[config.mk]
export PLATFORM = sky130hd
export DESIGN_NAME = f64_to_f16_narrow
export DESIGN_NICKNAME = d
export VERILOG_FILES = /design/src/rtl/nrw_pkg.sv /design/src/rtl/nrw_classify.sv /design/src/rtl/nrw_round.sv /design/src/rtl/f64_to_f16_narrow.sv
export SDC_FILE = /design/constraint.sdc
export NUM_CORES = 1
export LEC_CHECK = 0
export BUFFER_PORTS_ARGS = -buffer_cell sky130_fd_sc_hd__buf_2
export CORE_ASPECT_RATIO = 1.75
export CORE_MARGIN = 2
export CORE_UTILIZATION = 45
export DETAILED_ROUTE_END_ITERATION = 7
export PLACE_DENSITY = 0.7
export SKIP_CTS_REPAIR_TIMING = 1
export SLEW_MARGIN = 20
export SYNTH_ARGS = -nofsm -noshare
export SYNTH_HDL_FRONTEND = slang
export SYNTH_HIERARCHICAL = 1
export SYNTH_SLANG_ARGS = --single-unit
[constraint.sdc]
create_clock -name clk -period 0.9 [get_ports clk]
set_input_delay 0.09 -clock clk [delete_from_list [all_inputs] [get_ports clk]]
set_output_delay 0.09 -clock clk [all_outputs]
set_load 0.1 [all_outputs]
[src/rtl/nrw_pkg.sv]
package nrw_pkg;
  parameter int unsigned SRC_EXP_W  = 11;
  parameter int unsigned SRC_FRAC_W = 52;
  parameter int unsigned DST_EXP_W  = 5;
  parameter int unsigned DST_FRAC_W = 10;

  localparam int unsigned SRC_W    = 1 + SRC_EXP_W + SRC_FRAC_W;
  localparam int unsigned DST_W    = 1 + DST_EXP_W + DST_FRAC_W;
  localparam int          SRC_BIAS = (1 << (SRC_EXP_W - 1)) - 1;
  localparam int          DST_BIAS = (1 << (DST_EXP_W - 1)) - 1;
  localparam int          SH_MAX   = DST_FRAC_W + 3;
  localparam int          DST_EMAX     = (1 << DST_EXP_W) - 2;
  localparam int          DST_EMAX_ALT = (1 << DST_EXP_W) - 1;

  localparam int FL_W   = 6;
  localparam int FL_INV = 0;
  localparam int FL_OVF = 1;
  localparam int FL_UNF = 2;
  localparam int FL_INX = 3;
  localparam int FL_IDC = 4;
  localparam int FL_FLU = 5;

  typedef enum logic [1:0] {
    RM_NEAR = 2'd0,
    RM_PINF = 2'd1,
    RM_MINF = 2'd2,
    RM_ZERO = 2'd3
  } rmode_e;

  typedef enum logic [2:0] {
    CL_ZERO,
    CL_SUB,
    CL_NORM,
    CL_INF,
    CL_QNAN,
    CL_SNAN
  } class_e;

  typedef struct packed {
    logic                  sign;
    class_e                cls;
    logic [SRC_EXP_W-1:0]  exp;
    logic [SRC_FRAC_W-1:0] frac;
  } src_t;
endpackage

[src/rtl/nrw_classify.sv]
module nrw_classify
  import nrw_pkg::*;
(
  input  logic [SRC_W-1:0] op,
  input  logic             fz,
  output src_t             d,
  output logic             idc
);
  logic exp_zero, exp_ones, frac_zero;

  always_comb begin
    d.sign    = op[SRC_W-1];
    d.exp     = op[SRC_W-2 -: SRC_EXP_W];
    d.frac    = op[SRC_FRAC_W-1:0];
    exp_zero  = (d.exp == '0);
    exp_ones  = (d.exp == '1);
    frac_zero = (d.frac == '0);
    idc       = 1'b0;
    if (exp_ones) begin
      if (frac_zero)                d.cls = CL_INF;
      else if (d.frac[SRC_FRAC_W-1]) d.cls = CL_QNAN;
      else                          d.cls = CL_SNAN;
    end else if (exp_zero) begin
      if (frac_zero) begin
        d.cls = CL_ZERO;
      end else if (fz) begin
        d.cls = CL_ZERO;
        idc   = 1'b1;
      end else begin
        d.cls = CL_SUB;
      end
    end else begin
      d.cls = CL_NORM;
    end
  end
endmodule

[src/rtl/nrw_round.sv]
module nrw_round
  import nrw_pkg::*;
(
  input  src_t             d,
  input  logic [1:0]       rmode,
  input  logic             fz,
  input  logic             ahp,
  input  logic             ufe,
  output logic [DST_W-1:0] bits,
  output logic [FL_W-1:0]  flags
);
  localparam int SIG_W   = SRC_FRAC_W + 1;
  localparam int WIDE_W  = SIG_W + SH_MAX;
  localparam int KEEP_W  = DST_FRAC_W + 1;
  localparam int HE_W    = SRC_EXP_W + 2;
  localparam int SH_W    = $clog2(SH_MAX + 1);
  localparam int EXPF_W  = DST_EXP_W + 1;
  localparam int SUM_W   = EXPF_W + DST_FRAC_W;
  localparam logic signed [HE_W-1:0] HE_ONE   = 1;
  localparam logic signed [HE_W-1:0] HE_FLOOR = 1 - SH_MAX;
  localparam logic signed [HE_W-1:0] HE_GAP   = SRC_BIAS - DST_BIAS;

  logic signed [HE_W-1:0] he;
  logic                   tiny, rbit, sticky, inx, up, otinf, pre_ovf, post_ovf;
  logic [SH_W-1:0]        sh;
  logic [SIG_W-1:0]       sig;
  logic [WIDE_W-1:0]      wide;
  logic [KEEP_W-1:0]      kept;
  logic [KEEP_W:0]        m12;
  logic [EXPF_W-1:0]      ebase, elim;
  logic [SUM_W-1:0]       sum;

  // rebias and align the significand to the half quantum
  always_comb begin
    he   = $signed({2'b00, d.exp}) - HE_GAP;
    sig  = (d.cls == CL_SUB) ? {1'b0, d.frac} : {1'b1, d.frac};
    tiny = (d.cls == CL_SUB) || (he < HE_ONE);
    if (!tiny)
      sh = '0;
    else if (d.cls == CL_SUB || he < HE_FLOOR)
      sh = SH_W'(SH_MAX);
    else
      sh = SH_W'(HE_ONE - he);
    wide   = {sig, {SH_MAX{1'b0}}} >> sh;
    kept   = wide[WIDE_W-1 -: KEEP_W];
    rbit   = wide[WIDE_W-KEEP_W-1];
    sticky = |wide[WIDE_W-KEEP_W-2:0];
    inx    = rbit | sticky;
  end

  // rounding decision per direction
  always_comb begin
    case (rmode_e'(rmode))
      RM_NEAR: begin up = rbit & (sticky | kept[0]); otinf = 1'b1;    end
      RM_PINF: begin up = inx & ~d.sign;             otinf = ~d.sign; end
      RM_MINF: begin up = inx & d.sign;              otinf = d.sign;  end
      default: begin up = 1'b0;                      otinf = 1'b0;    end
    endcase
  end

  // pack: exponent minus one plus significand with hidden bit lets carries ripple
  always_comb begin
    m12      = {1'b0, kept} + (KEEP_W+1)'(up);
    elim     = ahp ? EXPF_W'(DST_EMAX_ALT) : EXPF_W'(DST_EMAX);
    pre_ovf  = !tiny && (he > $signed({{(HE_W-EXPF_W){1'b0}}, elim}));
    ebase    = tiny ? '0 : EXPF_W'(he - HE_ONE);
    sum      = {ebase, {DST_FRAC_W{1'b0}}} + SUM_W'(m12);
    post_ovf = sum[SUM_W-1 -: EXPF_W] > elim;
  end

  always_comb begin
    flags = '0;
    if (fz && tiny) begin
      bits          = {d.sign, {(DST_W-1){1'b0}}};
      flags[FL_FLU] = 1'b1;
    end else if (pre_ovf || post_ovf) begin
      if (ahp) begin
        bits          = {d.sign, {(DST_W-1){1'b1}}};
        flags[FL_INV] = 1'b1;
      end else begin
        bits          = otinf ? {d.sign, {DST_EXP_W{1'b1}}, {DST_FRAC_W{1'b0}}}
                              : {d.sign, {(DST_EXP_W-1){1'b1}}, 1'b0, {DST_FRAC_W{1'b1}}};
        flags[FL_OVF] = 1'b1;
        flags[FL_INX] = 1'b1;
      end
    end else begin
      bits          = {d.sign, sum[DST_W-2:0]};
      flags[FL_INX] = inx;
      flags[FL_UNF] = tiny && (inx || ufe);
    end
  end
endmodule

[src/rtl/f64_to_f16_narrow.sv]
module f64_to_f16_narrow
  import nrw_pkg::*;
(
  input  logic             clk,
  input  logic             rst_n,
  input  logic             in_valid,
  input  logic [SRC_W-1:0] op_bits,
  input  logic [1:0]       rnd_mode,
  input  logic             ftz_en,
  input  logic             dnan_en,
  input  logic             alt_half_en,
  input  logic             unf_trap_en,
  output logic             out_valid,
  output logic [DST_W-1:0] res_bits,
  output logic [FL_W-1:0]  exc_flags
);
  src_t             d;
  logic             idc;
  logic [DST_W-1:0] rnd_bits, res_d, res_q;
  logic [FL_W-1:0]  rnd_flags, flags_d, flags_q;
  logic             vld_q, ld_en;

  nrw_classify u_cls (
    .op  (op_bits),
    .fz  (ftz_en),
    .d   (d),
    .idc (idc)
  );

  nrw_round u_rnd (
    .d     (d),
    .rmode (rnd_mode),
    .fz    (ftz_en),
    .ahp   (alt_half_en),
    .ufe   (unf_trap_en),
    .bits  (rnd_bits),
    .flags (rnd_flags)
  );

  // special-class selection
  always_comb begin
    res_d   = rnd_bits;
    flags_d = rnd_flags;
    case (d.cls)
      CL_ZERO: begin
        res_d          = {d.sign, {(DST_W-1){1'b0}}};
        flags_d        = '0;
        flags_d[FL_IDC] = idc;
      end
      CL_INF: begin
        flags_d = '0;
        if (alt_half_en) begin
          res_d           = {d.sign, {(DST_W-1){1'b1}}};
          flags_d[FL_INV] = 1'b1;
        end else begin
          res_d = {d.sign, {DST_EXP_W{1'b1}}, {DST_FRAC_W{1'b0}}};
        end
      end
      CL_QNAN, CL_SNAN: begin
        flags_d = '0;
        if (alt_half_en) begin
          res_d           = {d.sign, {(DST_W-1){1'b0}}};
          flags_d[FL_INV] = 1'b1;
        end else begin
          if (dnan_en)
            res_d = {1'b0, {(DST_EXP_W+1){1'b1}}, {(DST_FRAC_W-1){1'b0}}};
          else
            res_d = {d.sign, {(DST_EXP_W+1){1'b1}},
                     d.frac[SRC_FRAC_W-2 -: DST_FRAC_W-1]};
          flags_d[FL_INV] = (d.cls == CL_SNAN);
        end
      end
      default: ;
    endcase
  end

  assign ld_en = in_valid;

  always_ff @(posedge clk or negedge rst_n) begin
    if (!rst_n) begin
      vld_q   <= 1'b0;
      res_q   <= '0;
      flags_q <= '0;
    end else begin
      vld_q <= in_valid;
      if (ld_en) begin
        res_q   <= res_d;
        flags_q <= flags_d;
      end
    end
  end

  assign out_valid = vld_q;
  assign res_bits  = res_q;
  assign exc_flags = flags_q;

  AST_VALID_FOLLOWS: assert property (@(posedge clk) disable iff (!rst_n)
    in_valid |=> out_valid);
  AST_HOLD_IDLE: assert property (@(posedge clk) disable iff (!rst_n)
    !in_valid |=> ($stable(res_bits) && $stable(exc_flags)));
  AST_OVF_INEXACT: assert property (@(posedge clk) disable iff (!rst_n)
    (out_valid && exc_flags[FL_OVF]) |-> exc_flags[FL_INX]);
  AST_UNF_SMALL: assert property (@(posedge clk) disable iff (!rst_n)
    (out_valid && exc_flags[FL_UNF]) |-> (res_bits[DST_W-2:DST_FRAC_W+1] == '0));
  AST_FLUSH_ZERO: assert property (@(posedge clk) disable iff (!rst_n)
    (out_valid && exc_flags[FL_FLU]) |-> (res_bits[DST_W-2:0] == '0));
endmodule

# --- Yosys cells after proc, flatten, opt, wreduce, memory -nomap -nowiden ---
# Index checks and enable logic that the tools add are counted.
classes:
  add_sub_neg: 5
  order_cmp: 4
  eq_ne: 7
  shift: 1
  mux: 34
  bitwise: 6
  n_reduce_logical: 14
ops:
  columns: ["operator", "n"]
  rows:
  - [">> shifter 66 x 4 -> 66 bit", 1]
  - ["OR reduction 54 bit", 1]
  - ["two-way mux 53 bit", 1]
  - ["zero test 52 bit", 1]
  - ["one-hot mux 16 bit (3 select lines)", 1]
  - ["two-way mux 16 bit", 2]
  - ["two-way mux 15 bit", 2]
  - ["two-way mux 11 bit", 2]
  - ["one-hot mux 6 bit (3 select lines)", 1]
  - ["adder 16 x 12 -> 16 bit", 1]
  - ["two-way mux 1 bit", 13]
  - ["adder 11 x 1 -> 12 bit", 1]
  - ["> comparator 12 x 6 -> 1 bit", 1]
  - ["< comparator 12 x 2 -> 1 bit, second input constant", 1]
  - ["< comparator 12 x 5 -> 1 bit, second input constant", 1]
  - ["two-way mux 3 bit", 4]
  - ["two-way mux 4 bit", 3]
  - ["subtractor 11 x 10 -> 12 bit, second input constant", 1]
  - ["== test 11 bit, second input constant", 1]
  - ["zero test 11 bit", 1]
  - ["two-way mux 10 bit", 1]
  - ["== test 3 bit, second input constant", 2]
  - ["> comparator 6 bit", 1]
  - ["two-way mux 6 bit", 1]
  - ["17 further kinds", 26]
totals:
  regBits: 23
  output_inout_bits: 23
  elab_cells: 74

# --- Logic depth before layout (Yosys ltp) ---
# Gate-level depths: netlist of the first run.
depth:
  depth_word: 20
  mapped_depth: 34
  depth_no_buf: 30

# --- By module ---
# The synthesis of the first run kept the hierarchy.
by_module_without_submodules:
  columns: ["module", "instances", "cells_per_inst", "area_each_um2", "seq_area_each_um2"]
  rows:
  - ["nrw_round", 1, 439, 2946.6, 0.0]
  - ["f64_to_f16_narrow", 1, 149, 1297.5, 575.6]
  - ["nrw_classify", 1, 95, 716.9, 0.0]

# --- Worst setup path before layout of the first run ---
# OpenSTA, ideal clock, no wires.
synth_timing:
  path_kind: "input -> register"
  start: "input port op_bits[1]"
  end: "register res_q[9] (netlist: res_bits[9])"
  arrival_time_ns: 6.605
  required_ns: 0.775
  path_slack_ns: -5.831
  cell_stages: 32
  n_path_buf: 4
  cell_sequence: "nor4_1 > nand4_1 > nor4_4 > nor2b_2 > a2bb2oi_2 > or3b_1 > clkbuf_1 > a22oi_1 > buf_2 > a211oi_2 > buf_2 > a2111oi_0 > o21ai_0 > or4_1 > a2111oi_0 > nand2b_1 > a31oi_1 > a21oi_1 > ha_1 > ha_1 > nand3_1 > nor4_1 > xnor2_1 > ha_1 > nor3_1 > o2111a_2 > a21o_1 > buf_6 > a211oi_2 > a211oi_1 > a31oi_1 > mux2_2"
synth_lines:
  columns: ["item", "line_no", "rtl"]
  rows:
  - ["start: declaration", "f64_to_f16_narrow.sv:7", "input logic [SRC_W-1:0] op_bits,"]
  - ["end signal: assignment", "f64_to_f16_narrow.sv:87", "res_q <= res_d;"]
  - ["end: declaration", "f64_to_f16_narrow.sv:19", "logic [DST_W-1:0] rnd_bits, res_d, res_q;"]

==> Implementation_results.wiki, run 1 <==
{| class="wikitable"
! Metric !! Value
|-
| Insertion delay of the later-clocked pin in the worst-skew pair || between 0.2 and 0.3 ns
|-
| Total vias in the final route || about 6500
|-
| Count of filler cells inserted in the layout || 833
|-
| TritonCTS clock tree || done
|-
| Post-layout nets || 1005
|-
| Post-synthesis instance total || 683
|-
| Total iterations of the first detailed-routing run || 5
|-
| Mapped Avg Cell Area || 7.26 um^2
|-
| Leak || around 3.4 nW
|-
| Least-Margin Pin Slew || ~0.53 ns
|-
| Die Footprint || 11900 um^2
|-
| Dominant cell by count in the synthesized netlist || sky130_fd_sc_hd__buf_4
|-
| Leftover overflow at the end of global routing || 0
|-
| Leading area contributor after synthesis || sky130_fd_sc_hd__dfrtp_1
|-
| Global-route wire length before repair || 33100 um
|-
| Worst path slowest cell || sky130_fd_sc_hd__or4_4
|-
| Max-Cap Viols || 0
|-
| Area growth from synthesis to layout || 58.0%
|-
| Setup WS post-layout || -5.57 ns
|-
| Number of buffers between clock root and the deepest sink || 2
|-
| Data arrival at the endpoint of the critical path || 6.62 ns
|-
| Antenna violations before repair || 0
|-
| CP Launch Type || input port
|-
| CTS H-tree depth || 1
|-
| Detail Route Antenna Nets || 0
|-
| IR drop worst, VDD || 1.29 mV
|-
| Number of input and output port buffers inserted || 95
|-
| Number of setup violations in the final report || between 40 and 50
|-
| Top post-synthesis cells by count || sky130_fd_sc_hd__buf_4, sky130_fd_sc_hd__nand2_1, sky130_fd_sc_hd__nor2_1
|-
| Final Hold Fails || 0
|-
| Worst rel slew slack || 64.5%
|-
| Post-route design area || around 8000 um^2
|-
| Fin crit share || 719%
|-
| Skew final || 0 ns
|-
| Async set-reset flop share out of synthesis || 100%
|-
| Global placement routability congestion || 1.07
|-
| Sinks on the clock net || 23
|-
| Die Ht || approximately 140 um
|-
| Power density relative to cell area || a little over 900 nW/um^2
|-
| Cell area after synthesis || 4960 um^2
|-
| Mean routed wirelength per cell || 21.2 um
|-
| Violated checks || setup timing
|-
| DRC || 0
|-
| Peak fanout along the critical path || 8
|-
| Worst min-delay path category || input port to flip-flop
|-
| Ant. Diodes || 0
|-
| Number of synthesized flops with an enable pin || 0
|-
| Number of ports placed on the die boundary || 96
|-
| Die outline width || 83.4 um
|-
| Final core area utilization || 73.3%
|-
| Half-perimeter wire length after placement || 17100 um
|-
| Largest cells by area after synthesis || sky130_fd_sc_hd__dfrtp_1, sky130_fd_sc_hd__buf_4, sky130_fd_sc_hd__a21oi_1, sky130_fd_sc_hd__nand2_1, sky130_fd_sc_hd__nor3_1
|-
| Reg clk slew, reported paths || 0.07 ns
|-
| Total cell area at the placement stage || slightly above 7000 um^2
|-
| Share of post-route cells with drive strength above 1 || 52.2%
|-
| Final WL || 22200 um
|-
| Row Count || 50
|-
| Pin count of the biggest net entering global routing || 32
|-
| Worst slack at placement || -6.06 ns
|-
| Critical Path RT || 1.05 ns
|-
| Via count normalized by instance count || 6.21
|-
| Run status || finished, violations left
|-
| Seq/Total Area, Yosys || a little under an eighth
|-
| Category of the worst setup path capture point || flip-flop
|-
| Portion of synthesized cell area occupied by the leading cell type || 11.6%
|-
| Initial Utilization || a little under half
|-
| Synthesized flop and latch total || 23
|-
| Count of placed standard cells including taps || 1022
|-
| Final Max Slew Viols || 0
|-
| Fmax achieved || 155 MHz
|-
| Type of the worst setup path || input port to flip-flop
|-
| Yosys Warn Count || 6
|-
| Inserted Clock Buffers || 3
|-
| Number of standard cells in the final layout excluding fillers || 1047
|-
| Core Footprint || ~11000 um^2
|-
| GR Util All Layers || 34.6%
|-
| Unrepaired setup endpoints after global routing || yes
|-
| Post-route minimum period || ~6.5 ns
|-
| Number of violations reported at the end of detailed-routing iteration 0 || 495
|-
| Via count of the first global-routing pass || about 6700
|-
| Total negative slack for setup checks || -102.51 ns
|-
| Max stage delay on crit path || between 0.4 and 0.5 ns
|-
| Main flop type after synthesis || sky130_fd_sc_hd__dfrtp_1
|-
| Number of library cell types mapped by synthesis || 83
|-
| Root buf cell || sky130_fd_sc_hd__clkbuf_16
|-
| Number of nets in the synthesized netlist || 770
|}
## logic make-up (layout without fill, tap and decap cells)
kind of cell / after synthesis / in the layout / synth area share, %
xor gates and xnor gates: 19 / 19 / 3.35
AOI/OAI and AO/OA: 216 / 217 / 34.2
adders and majority gates: 14 / 14 / 3.53
buffers and inverters: 128 / 360 / 15.8
and+or+nand+nor: 263 / 264 / 27.6
DFF: 23 / 23 / 11.6
muxes: 19 / 19 / 3.91
other: 1 / 1 / 0.0756
## flip-flops by register name (all words and copies together), names as in the netlist
name and count:
exc_flags 6, out_valid 1, res_bits 16
## worst max-delay path, delay by kind of cell
kind                     cells  cell delay, ns
adder cells (fa/ha/maj)      3            0.70
XOR/XNOR                     1            0.16
buffers and inverters        7            1.00
AO/OA/AOI/OAI               13            2.57
AND/OR/NAND/NOR             11            2.09
## through the flow
step	hold WS (ns)	total power, mW
CTS	-0.179	6.90
finish	0.157	7.29
detailed placement	0.0955	5.92
global route	0.154	7.61
global placement	0.0866	5.85
floorplan	-0.206	4.00
## layout by cell type, fill, tap and decap left out, types with 11 or more instances in the layout
master                     count
sky130_fd_sc_hd__o21ai_1      15
sky130_fd_sc_hd__o21ai_0      16
sky130_fd_sc_hd__ha_1         12
sky130_fd_sc_hd__xnor2_1      15
sky130_fd_sc_hd__nor4_1       17
sky130_fd_sc_hd__nor3_1       35
sky130_fd_sc_hd__o31ai_2      11
sky130_fd_sc_hd__inv_1        23
sky130_fd_sc_hd__mux2i_1      12
sky130_fd_sc_hd__buf_6        11
sky130_fd_sc_hd__buf_12       29
sky130_fd_sc_hd__a211oi_2     18
sky130_fd_sc_hd__buf_2        70
sky130_fd_sc_hd__nand3_1      25
sky130_fd_sc_hd__nor2_1       50
sky130_fd_sc_hd__nand2_1      54
sky130_fd_sc_hd__buf_4       218
sky130_fd_sc_hd__dfrtp_2      22
sky130_fd_sc_hd__a21oi_1      42
## per-layer routing
metal / vias up / share of wire [%] / global-route usage [%]
met5: - / 0 / 0
met4: 0 / 9.4 / 28.0
met3: 123 / 4.7 / 4.34
met2: 326 / 53 / 67.7
met1: 3069 / 33 / 31.1
li1: 2981 / - / -
## cell type report
cell class / instances / area (um^2) / share of cell area [%]
multi-input combinational: 534 / 4150 / 52.9
tap: 130 / 163 / 2.07
timing repair buffer: 332 / 2760 / 35.2
clock buffer: 3 / 75.1 / 0.958
inverter: 24 / 92.6 / 1.18
clock inverter: 1 / 5.00 / 0.0638
sequential: 23 / 603 / 7.69
## where the power goes
group	switching [mW]	internal, mW	total (mW)	leakage, nW
Sequential	0.138	1.18	1.32	0.253
Clock	0.379	0.598	0.977	0.0409
Combinational	2.87	2.13	5.00	3.08
## path summary, 6_finish.rpt
check	start	to	slack, ns	cells after the start
setup / recovery	op_bits[10]	res_bits[6]	-5.57	35
hold / removal	in_valid	out_valid	0.16	2
setup reg to reg	res_bits[9]	res_bits[9]	0.09	1
hold reg to reg	res_bits[4]	res_bits[4]	0.53	2
max in group asynchronous	rst_n	exc_flags[4]	0.16	2
min in group asynchronous	rst_n	res_bits[9]	0.35	2
Power figures use the tool's default switching activity.
==> run 2, diff against run 1 <==
- PLACE_DENSITY: 0.7 -> 0.71
- SLEW_MARGIN: 20 -> 0
- SYNTH_HIERARCHICAL: 1 -> unset
==> run 2 against run 1 <==
  * The flow now stops in global routing (5_1_grt)
  * Area after synthesis decreased by 13%
  * Synthesized cell count decreased by 15%
==> Implementation_results.wiki, run 2 <==
{| class="wikitable"
! Metric !! Value
|-
| Portion of synthesized cell area occupied by the leading cell type || 13.4% (+1.8 points)
|-
| Number of library cell types mapped by synthesis || 93 (+12%)
|-
| Initial Utilization || 45.9% (-0.46 points)
|-
| Leftover overflow at the end of global routing || 86
|-
| Run status || aborted with a tool error
|-
| Inserted Clock Buffers || 3 (unchanged)
|-
| Number of input and output port buffers inserted || 95 (unchanged)
|-
| CTS H-tree depth || 1 (unchanged)
|-
| GR Util All Layers || between 60% and 70%
|-
| Async set-reset flop share out of synthesis || 100% (unchanged)
|-
| Dominant cell by count in the synthesized netlist || sky130_fd_sc_hd__nor2_1
|-
| Half-perimeter wire length after placement || 19500 um (+14%)
|-
| Global placement routability congestion || 1.05 (-1.9%)
|-
| Top post-synthesis cells by count || sky130_fd_sc_hd__nor2_1, sky130_fd_sc_hd__nand2_1, sky130_fd_sc_hd__a21oi_1
|-
| Number of ports placed on the die boundary || 96 (unchanged)
|-
| Synthesized flop and latch total || 23 (unchanged)
|-
| Kind of the worst endpoint || sequential cell input
|-
| Worst slack at placement || -4.88 ns (+1.18 ns)
|-
| Die Ht || 133 um (-6.8%)
|-
| Main flop type after synthesis || sky130_fd_sc_hd__dfrtp_1
|-
| Die outline width || 77.8 um (-6.6%)
|-
| Sinks on the clock net || 23 (unchanged)
|-
| Number of buffers between clock root and the deepest sink || 2 (unchanged)
|-
| Post-synthesis instance total || 580 (-15%)
|-
| Row Count || 47 (-6.0%)
|-
| Seq/Total Area, Yosys || 13.4% (+1.8 points)
|-
| Leading area contributor after synthesis || sky130_fd_sc_hd__dfrtp_1
|-
| Number of synthesized flops with an enable pin || 0 (unchanged)
|-
| Mapped Avg Cell Area || 7.40 um^2 (+1.9%)
|-
| Yosys Warn Count || 0 (-6)
|-
| Number of nets in the synthesized netlist || 669 (-13%)
|-
| Terminating stage of the flow || global routing (5_1_grt)
|-
| Largest cells by area after synthesis || sky130_fd_sc_hd__dfrtp_1, sky130_fd_sc_hd__nor2_1, sky130_fd_sc_hd__a21oi_1, sky130_fd_sc_hd__ha_1, sky130_fd_sc_hd__nand2_1
|-
| Critical endpoint after global-route timing repair || exc_flags[3]$_DFFE_PN0P_/D
|-
| Count of placed standard cells including taps || 1019 (-0.29%)
|-
| Root buf cell || sky130_fd_sc_hd__clkbuf_16
|-
| Halt Reason || [ERROR GRT-0232] Routing congestion too high. Check the congestion heatmap in the GUI.
|-
| Pin count of the biggest net entering global routing || 25
|-
| Cell area after synthesis || 4290 um^2 (-13%)
|}
## run 2: cell families after synthesis
logic type	after synthesis	synth area share, %
buf+inv	55	5.97
flops	23	13.4
simple gates	234	29.1
mux	15	3.61
xor+xnor	23	4.87
compound gates	214	38.4
fa+ha+maj	16	4.66
## run 2: per-layer routing
layer  track usage [%]  GRT overflow
met5             0.500             0
met4              70.5            32
met3              30.9             0
met2              91.8            53
met1              57.6             1
## run 2: metrics by stage
stage | utilization (%) | hold WS, ns | TNS [ns] | area (um^2)
after CTS | 78.4 | -0.198 | -87.11 | 7330
after detailed placement | 77.5 | 0.0876 | -90.81 | 7250
after global placement | 77.5 | 0.0753 | -86.66 | 7250
after floorplan | - | -0.206 | -77.45 | 4480
==> run 3, diff against run 2 <==
- CORE_ASPECT_RATIO: 1.75 -> unset
- CORE_UTILIZATION: 45 -> 30
- PLACE_DENSITY: 0.71 -> unset
- PLACE_DENSITY_LB_ADDON: unset -> 0.15
==> run 3 against run 2 <==
  * The flow now finishes, with violations (setup timing)
  * Synthesized cell count unchanged
  * Area after synthesis unchanged
==> Implementation_results.wiki, run 3 <==
{| class="wikitable"
! Metric !! Value
|-
| Peak fanout along the critical path || 4
|-
| Total vias in the final route || 6354
|-
| Category of the worst setup path capture point || flip-flop
|-
| GR Util All Layers || 27.8%
|-
| Synthesized flop and latch total || 23 (unchanged)
|-
| Fmax achieved || 197 MHz
|-
| CTS H-tree depth || 1 (unchanged)
|-
| Post-layout nets || approximately 1000
|-
| Root buf cell || sky130_fd_sc_hd__clkbuf_16
|-
| Most Used Layer, Global Route || met2
|-
| Combinational power share || 68.9%
|-
| Least-Margin Pin Slew || 0.918 ns
|-
| Worst slack at placement || -4.75 ns (+0.129 ns)
|-
| Number of nets in the synthesized netlist || 669 (unchanged)
|-
| Final core area utilization || 59.3%
|-
| Type of the worst setup path || input port to flip-flop
|-
| Total iterations of the first detailed-routing run || 7
|-
| Number of input and output port buffers inserted || 95 (unchanged)
|-
| Post-route minimum period || 5.08 ns
|-
| Run status || finished, violations left
|-
| Area occupied by multi-input gates || 4160 um^2
|-
| Setup WS post-layout || -4.18 ns
|-
| Seq/Total Area, Yosys || 13.4% (unchanged)
|-
| Post-synthesis instance total || 580 (unchanged)
|-
| Area growth from synthesis to layout || 92.6%
|-
| Total power || 7.53 mW
|-
| Largest cells by area after synthesis || sky130_fd_sc_hd__dfrtp_1, sky130_fd_sc_hd__nor2_1, sky130_fd_sc_hd__a21oi_1, sky130_fd_sc_hd__ha_1, sky130_fd_sc_hd__nand2_1
|-
| Core Footprint || 13900 um^2
|-
| Data arrival at the endpoint of the critical path || 5.22 ns
|-
| Mapped Avg Cell Area || 7.40 um^2 (unchanged)
|-
| Top library cells by usage in the layout, fill and taps aside || sky130_fd_sc_hd__buf_4, sky130_fd_sc_hd__buf_2, sky130_fd_sc_hd__nor2_1
|-
| Total cell area at the placement stage || 7300 um^2 (+0.69%)
|-
| DRC || 0
|-
| Fraction of met3 tracks used by global routing || ~4.1%
|-
| Switching Fraction || between 40% and 50%
|-
| Initial Utilization || 30.8% (-15 points)
|-
| Largest register FFs || 16
|-
| Top post-synthesis cells by count || sky130_fd_sc_hd__nor2_1, sky130_fd_sc_hd__nand2_1, sky130_fd_sc_hd__a21oi_1
|-
| Die Ht || 124 um (-7.2%)
|-
| Global placement routability congestion || 0.973 (-7.6%)
|-
| Reg clk slew, reported paths || 0.07 ns
|-
| Cell area after synthesis || 4290 um^2 (unchanged)
|-
| IR drop worst, VDD || 0.830 mV
|-
| Skew final || 0 ns
|-
| Async set-reset flop share out of synthesis || 100% (unchanged)
|-
| Met1 Resource Use GR || 39.7%
|-
| Leading area contributor after synthesis || sky130_fd_sc_hd__dfrtp_1
|-
| Switching power of the nets || 3.47 mW
|-
| Combined flip-flop and latch cell area || 603 um^2
|-
| Antenna violations before repair || 0
|-
| Inserted Clock Buffers || 3 (unchanged)
|-
| Fraction of power consumed by sequential logic || 17.4%
|-
| Die Footprint || 15300 um^2
|-
| Most common cell after layout, fill and taps aside || sky130_fd_sc_hd__buf_4
|-
| Row Count || 43 (-8.5%)
|-
| Final Max Slew Viols || 0
|-
| Number of synthesized flops with an enable pin || 0 (unchanged)
|-
| TritonCTS clock tree || done
|-
| Fin crit share || 564%
|-
| Detail Route Antenna Nets || 0
|-
| Final Hold Fails || 0
|-
| Cell-internal power || about 4 mW
|-
| Number of setup violations in the final report || 45
|-
| Die outline width || 124 um (+59%)
|-
| Violated checks || setup timing
|-
| Number of library cell types mapped by synthesis || 93 (unchanged)
|-
| Sinks on the clock net || 23 (unchanged)
|-
| Worst rel slew slack || 38.2%
|-
| Global-route wire length before repair || roughly 33000 um
|-
| Number of buffers between clock root and the deepest sink || 2 (unchanged)
|-
| Number of violations reported at the end of detailed-routing iteration 0 || 488
|-
| Global-route met2 utilization || 44.2%
|-
| CP Launch Type || input port
|-
| Yosys Warn Count || 0 (unchanged)
|-
| Via count normalized by instance count || 5.76
|-
| Clk network pwr share || 13.6%
|-
| Pin count of the biggest net entering global routing || 24
|-
| Via count of the first global-routing pass || 6086
|-
| Share of post-route cells with drive strength above 1 || between 50 and 60%
|-
| Count of filler cells inserted in the layout || 1298
|-
| Leftover overflow at the end of global routing || 0
|-
| Dominant cell by count in the synthesized netlist || sky130_fd_sc_hd__nor2_1
|-
| Post-route design area || 8270 um^2
|-
| Insertion delay of the later-clocked pin in the worst-skew pair || 0.26 ns
|-
| Ant. Diodes || 0
|-
| Final WL || 22100 um
|-
| Half-perimeter wire length after placement || 17400 um (-11%)
|-
| Critical Path RT || roughly 1.0 ns
|-
| Max-Cap Viols || 0
|-
| Unrepaired setup endpoints after global routing || yes
|-
| Number of ports placed on the die boundary || 96 (unchanged)
|-
| Main flop type after synthesis || sky130_fd_sc_hd__dfrtp_1
|-
| Leak || about 3.5 nW
|-
| Worst min-delay path category || input port to flip-flop
|-
| Mean routed wirelength per cell || between 20 and 25 um
|-
| Count of placed standard cells including taps || 1074 (+5.4%)
|-
| Portion of synthesized cell area occupied by the leading cell type || 13.4% (unchanged)
|-
| Power density relative to cell area || 910 nW/um^2
|-
| Number of standard cells in the final layout excluding fillers || 1104
|}
==> run 3: cell counts after synthesis <==
No cell type changed its count.
==> run 3: cell families (layout without fill, tap and decap cells) <==
| family | count (synthesis) | count (layout) | share of synthesized area [%] |
|---|---|---|---|
| mux | 15 | 15 | 3.61 |
| fa+ha+maj | 16 | 16 | 4.66 |
| compound gates | 214 | 214 | 38.4 |
| buf+inv | 55 | 399 | 5.97 |
| simple gates | 234 | 234 | 29.1 |
| flops | 23 | 23 | 13.4 |
| xor+xnor | 23 | 23 | 4.87 |
==> run 3: path summary, 6_finish.rpt <==
path / startpoint / end / slack [ns] / cells past startpoint
setup / recovery: op_bits[57] / res_bits[10] / -4.18 / 24
hold / removal: unf_trap_en / exc_flags[2] / 0.14 / 3
setup reg to reg: res_bits[9] / res_bits[9] / -0.07 / 3
hold reg to reg: res_bits[13] / res_bits[13] / 0.54 / 2
max in group asynchronous: rst_n / exc_flags[4] / 0.30 / 3
min in group asynchronous: rst_n / res_bits[7] / 0.33 / 3
==> run 3: area by class of cell <==
cell class                 count  share of cell area, %
multi-input combinational    502                   50.3
timing repair buffer         373                   37.6
sequential                    23                   7.29
tap                          180                   2.72
inverter                      22                   1.03
clock buffer                   3                  0.908
clock inverter                 1                 0.0605
==> run 3: through the flow <==
stage,hold WS [ns],TNS (ns)
4_1_cts,-0.195,-84.50
3_5_place_dp,0.0919,-88.64
5_1_grt,0.127,-83.73
3_3_place_gp,0.0869,-86.18
6_report,0.145,-78.53
2_1_floorplan,-0.206,-77.45
==> run 3: layer usage <==
layer	wire length, um	share of wire, %
met1	9990	45
met2	10200	46
met3	1330	6.0
met4	554	2.5
met5	0	0
==> run 3: worst max-delay path: stages <==
cell and delay (ns):
sky130_fd_sc_hd__buf_6 0.11, sky130_fd_sc_hd__ha_4 0.17, sky130_fd_sc_hd__and3_4 0.19, sky130_fd_sc_hd__nor3b_4 0.23, sky130_fd_sc_hd__o22ai_4 0.14, sky130_fd_sc_hd__o21ai_4 0.22
sky130_fd_sc_hd__nand2_4 0.09, sky130_fd_sc_hd__or4_4 0.44, sky130_fd_sc_hd__a2111oi_4 0.36, sky130_fd_sc_hd__a31oi_1 0.16, sky130_fd_sc_hd__or4b_4 0.59, sky130_fd_sc_hd__nor3b_4 0.19
sky130_fd_sc_hd__a211oi_2 0.10, sky130_fd_sc_hd__ha_2 0.20, sky130_fd_sc_hd__nor4b_4 0.13, sky130_fd_sc_hd__nand4_1 0.16, sky130_fd_sc_hd__xor2_2 0.21, sky130_fd_sc_hd__ha_4 0.24
sky130_fd_sc_hd__nor4_4 0.15, sky130_fd_sc_hd__nand2_1 0.09, sky130_fd_sc_hd__mux2_4 0.31, sky130_fd_sc_hd__o31a_4 0.34, sky130_fd_sc_hd__o311ai_4 0.24, sky130_fd_sc_hd__a21oi_1 0.10
==> run 3: power groups by stage <==
| stage | logic (mW) | registers, mW | clock network (mW) |
|---|---|---|---|
| after floorplan | 1.51 | 2.15 | 0 |
| after global placement | 4.59 | 1.32 | 0 |
| after detailed placement | 4.62 | 1.33 | 0 |
| after CTS | 4.64 | 1.31 | 1.02 |
| after global routing | 5.46 | 1.32 | 1.07 |
| final | 5.19 | 1.31 | 1.03 |
==> run 4, diff against run 3 <==
- CORE_MARGIN: 2 -> unset
- HOLD_SLACK_MARGIN: unset -> 0.08
==> run 4 against run 3 <==
  * The run still ends with setup timing left
  * Die area fell by 3.2%
  * Total power is 1.3% lower
  * Sequential share of layout area is essentially flat
  * Largest power group unchanged
==> Implementation_results.wiki, run 4 (same netlist as run 3, synthesis figures left out) <==
{| class="wikitable"
! Metric !! Value
|-
| CP Launch Type || input port
|-
| Detail Route Antenna Nets || 0 (unchanged)
|-
| Final Hold Fails || 0 (unchanged)
|-
| Total negative slack for setup checks || -80.23 ns (-1.70 ns)
|-
| Antenna violations before repair || 0 (unchanged)
|-
| Critical Path RT || 1.03 ns (about the same)
|-
| Initial Utilization || 30.8% (unchanged)
|-
| Share of post-route cells with drive strength above 1 || 56.4% (-0.14 points)
|-
| Root buf cell || sky130_fd_sc_hd__clkbuf_16
|-
| Insertion delay of the later-clocked pin in the worst-skew pair || 0.25 ns (about the same)
|-
| Mean routed wirelength per cell || 19.7 um (-1.7%)
|-
| Number of violations reported at the end of detailed-routing iteration 0 || 436 (-11%)
|-
| Final WL || 21700 um (-2.0%)
|-
| Worst slack at placement || -4.72 ns (+0.0279 ns)
|-
| Ant. Diodes || 0 (unchanged)
|-
| TritonCTS clock tree || done
|-
| Pin count of the biggest net entering global routing || 25 (+4.2%)
|-
| Largest register FFs || 16 (unchanged)
|-
| DRC || 0 (unchanged)
|-
| Leftover overflow at the end of global routing || 0 (unchanged)
|-
| Total iterations of the first detailed-routing run || 5 (-2)
|-
| Sinks on the clock net || 23 (unchanged)
|-
| Skew final || 0 ns (unchanged)
|-
| Fmax achieved || 192 MHz (-2.3%)
|-
| Final Max Slew Viols || 0 (unchanged)
|-
| Worst min-delay path category || input port to flip-flop
|-
| Final core area utilization || 59.3% (about the same)
|-
| IR drop worst, VDD || 0.958 mV (+15%)
|-
| Type of the worst setup path || input port to flip-flop
|-
| Number of buffers between clock root and the deepest sink || 2 (unchanged)
|-
| Inserted Clock Buffers || 3 (unchanged)
|-
| Leak || 3.48 nW (-0.49%)
|-
| Worst-case register-to-register setup slack || -0.15 ns (-0.08 ns)
|-
| Setup WS post-layout || -4.30 ns (-0.119 ns)
|-
| Power density relative to cell area || 899 nW/um^2 (-1.2%)
|-
| Least-Margin Pin Slew || 0.845 ns (-0.0727 ns)
|-
| Die Ht || 122 um (-1.6%)
|-
| Core Footprint || 13900 um^2 (unchanged)
|-
| Half-perimeter wire length after placement || 17500 um (+0.71%)
|-
| Max-Cap Viols || 0 (unchanged)
|-
| Number of input and output port buffers inserted || 95 (unchanged)
|-
| Global placement routability congestion || 0.949 (-2.5%)
|-
| Via count of the first global-routing pass || 6153 (+1.1%)
|-
| Number of setup violations in the final report || 45 (unchanged)
|-
| Worst rel slew slack || 43.1% (+4.9 points)
|-
| Area growth from synthesis to layout || 92.6% (about the same)
|-
| Data arrival at the endpoint of the critical path || 5.33 ns (+0.11 ns)
|-
| Post-route minimum period || 5.20 ns (+0.119 ns)
|-
| Post-layout nets || 1011 (-0.30%)
|-
| CTS H-tree depth || 1 (unchanged)
|-
| Total vias in the final route || 6219 (-2.1%)
|-
| Count of filler cells inserted in the layout || 1281 (-1.3%)
|-
| Violated checks || setup timing
|-
| Reg clk slew, reported paths || 0.06 ns (about the same)
|-
| Row Count || 43 (unchanged)
|-
| Most common cell after layout, fill and taps aside || sky130_fd_sc_hd__buf_4
|-
| Unrepaired setup endpoints after global routing || yes
|-
| Number of ports placed on the die boundary || 96 (unchanged)
|-
| Die Footprint || 14800 um^2 (-3.2%)
|-
| Via count normalized by instance count || 5.65 (-1.9%)
|-
| Top library cells by usage in the layout, fill and taps aside || sky130_fd_sc_hd__buf_4, sky130_fd_sc_hd__buf_2, sky130_fd_sc_hd__nor2_1
|-
| Run status || finished, violations left
|-
| Die outline width || 122 um (-1.6%)
|-
| Fin crit share || 578% (+13 points)
|-
| Peak fanout along the critical path || 7 (+3)
|-
| Global-route wire length before repair || 32700 um (-0.92%)
|-
| Category of the worst setup path capture point || flip-flop
|-
| GR Util All Layers || 28.3% (+0.42 points)
|}
==> run 4: layout make-up <==
cell class	instances	area [um^2]	area share, %
tap	180	225	2.72
clock buffer	4	78.8	0.953
timing repair buffer	370	3100	37.5
multi-input combinational	502	4180	50.5
sequential	23	603	7.29
inverter	22	82.6	0.999
==> run 4: power by group <==
part	total, mW	switching, mW	internal [mW]
Clock	0.958	0.354	0.604
Sequential	1.31	0.132	1.18
Combinational	5.16	2.90	2.27
Total	7.43	3.38	4.05
==> run 4: layer usage <==
metal  vias to the layer above  global-route usage, %  wire length [um]
met5                         -                      0                 0
met4                         0                   5.40               359
met3                        28                   2.90              1110
met2                       194                   47.7             10300
met1                      3034                   38.9              9920
li1                       2963                      -                 -
==> run 4: metrics by stage <==
step / instance area [um^2] / total power, mW / std cells / hold slack, ns
final: 8270 / 7.43 / 1101 / 0.135
after detailed placement: 7290 / 5.95 / 1074 / 0.0368
after floorplan: 4480 / 3.66 / 580 / -0.206
after CTS: 7370 / 6.93 / 1078 / -0.237
after global placement: 7290 / 5.92 / 1074 / 0.0366
after global routing: 8270 / 7.76 / 1101 / 0.136
==> run 4: critical path, cell delays in order <==
cell and delay, ns:
sky130_fd_sc_hd__buf_8 0.11, sky130_fd_sc_hd__ha_4 0.16, sky130_fd_sc_hd__xor2_2 0.15, sky130_fd_sc_hd__nand4b_1 0.18, sky130_fd_sc_hd__nor4_2 0.36, sky130_fd_sc_hd__buf_4 0.21, sky130_fd_sc_hd__nor2_4 0.06, sky130_fd_sc_hd__nand2_4 0.09
sky130_fd_sc_hd__buf_4 0.12, sky130_fd_sc_hd__mux2_4 0.31, sky130_fd_sc_hd__o31ai_4 0.28, sky130_fd_sc_hd__nand4b_1 0.12, sky130_fd_sc_hd__or4b_4 0.56, sky130_fd_sc_hd__nor3b_2 0.20, sky130_fd_sc_hd__a211oi_2 0.11, sky130_fd_sc_hd__ha_2 0.21
sky130_fd_sc_hd__nor4b_4 0.14, sky130_fd_sc_hd__nand4_1 0.16, sky130_fd_sc_hd__xor2_2 0.22, sky130_fd_sc_hd__ha_4 0.24, sky130_fd_sc_hd__nor4_4 0.15, sky130_fd_sc_hd__nand2_1 0.08, sky130_fd_sc_hd__mux2_4 0.30, sky130_fd_sc_hd__o31a_4 0.39
sky130_fd_sc_hd__buf_12 0.16, sky130_fd_sc_hd__nor2_1 0.09, sky130_fd_sc_hd__o32ai_1 0.09
==> run 4: worst paths after layout <==
kind / start / to / cells after the start
worst max-delay path: op_bits[57] / exc_flags[3] / 27
worst min-delay path: unf_trap_en / exc_flags[2] / 3
worst max register to register: exc_flags[0] / exc_flags[0] / 3
worst min register to register: res_bits[12] / res_bits[12] / 2
max in group asynchronous: rst_n / exc_flags[4] / 3
min in group asynchronous: rst_n / res_bits[2] / 3
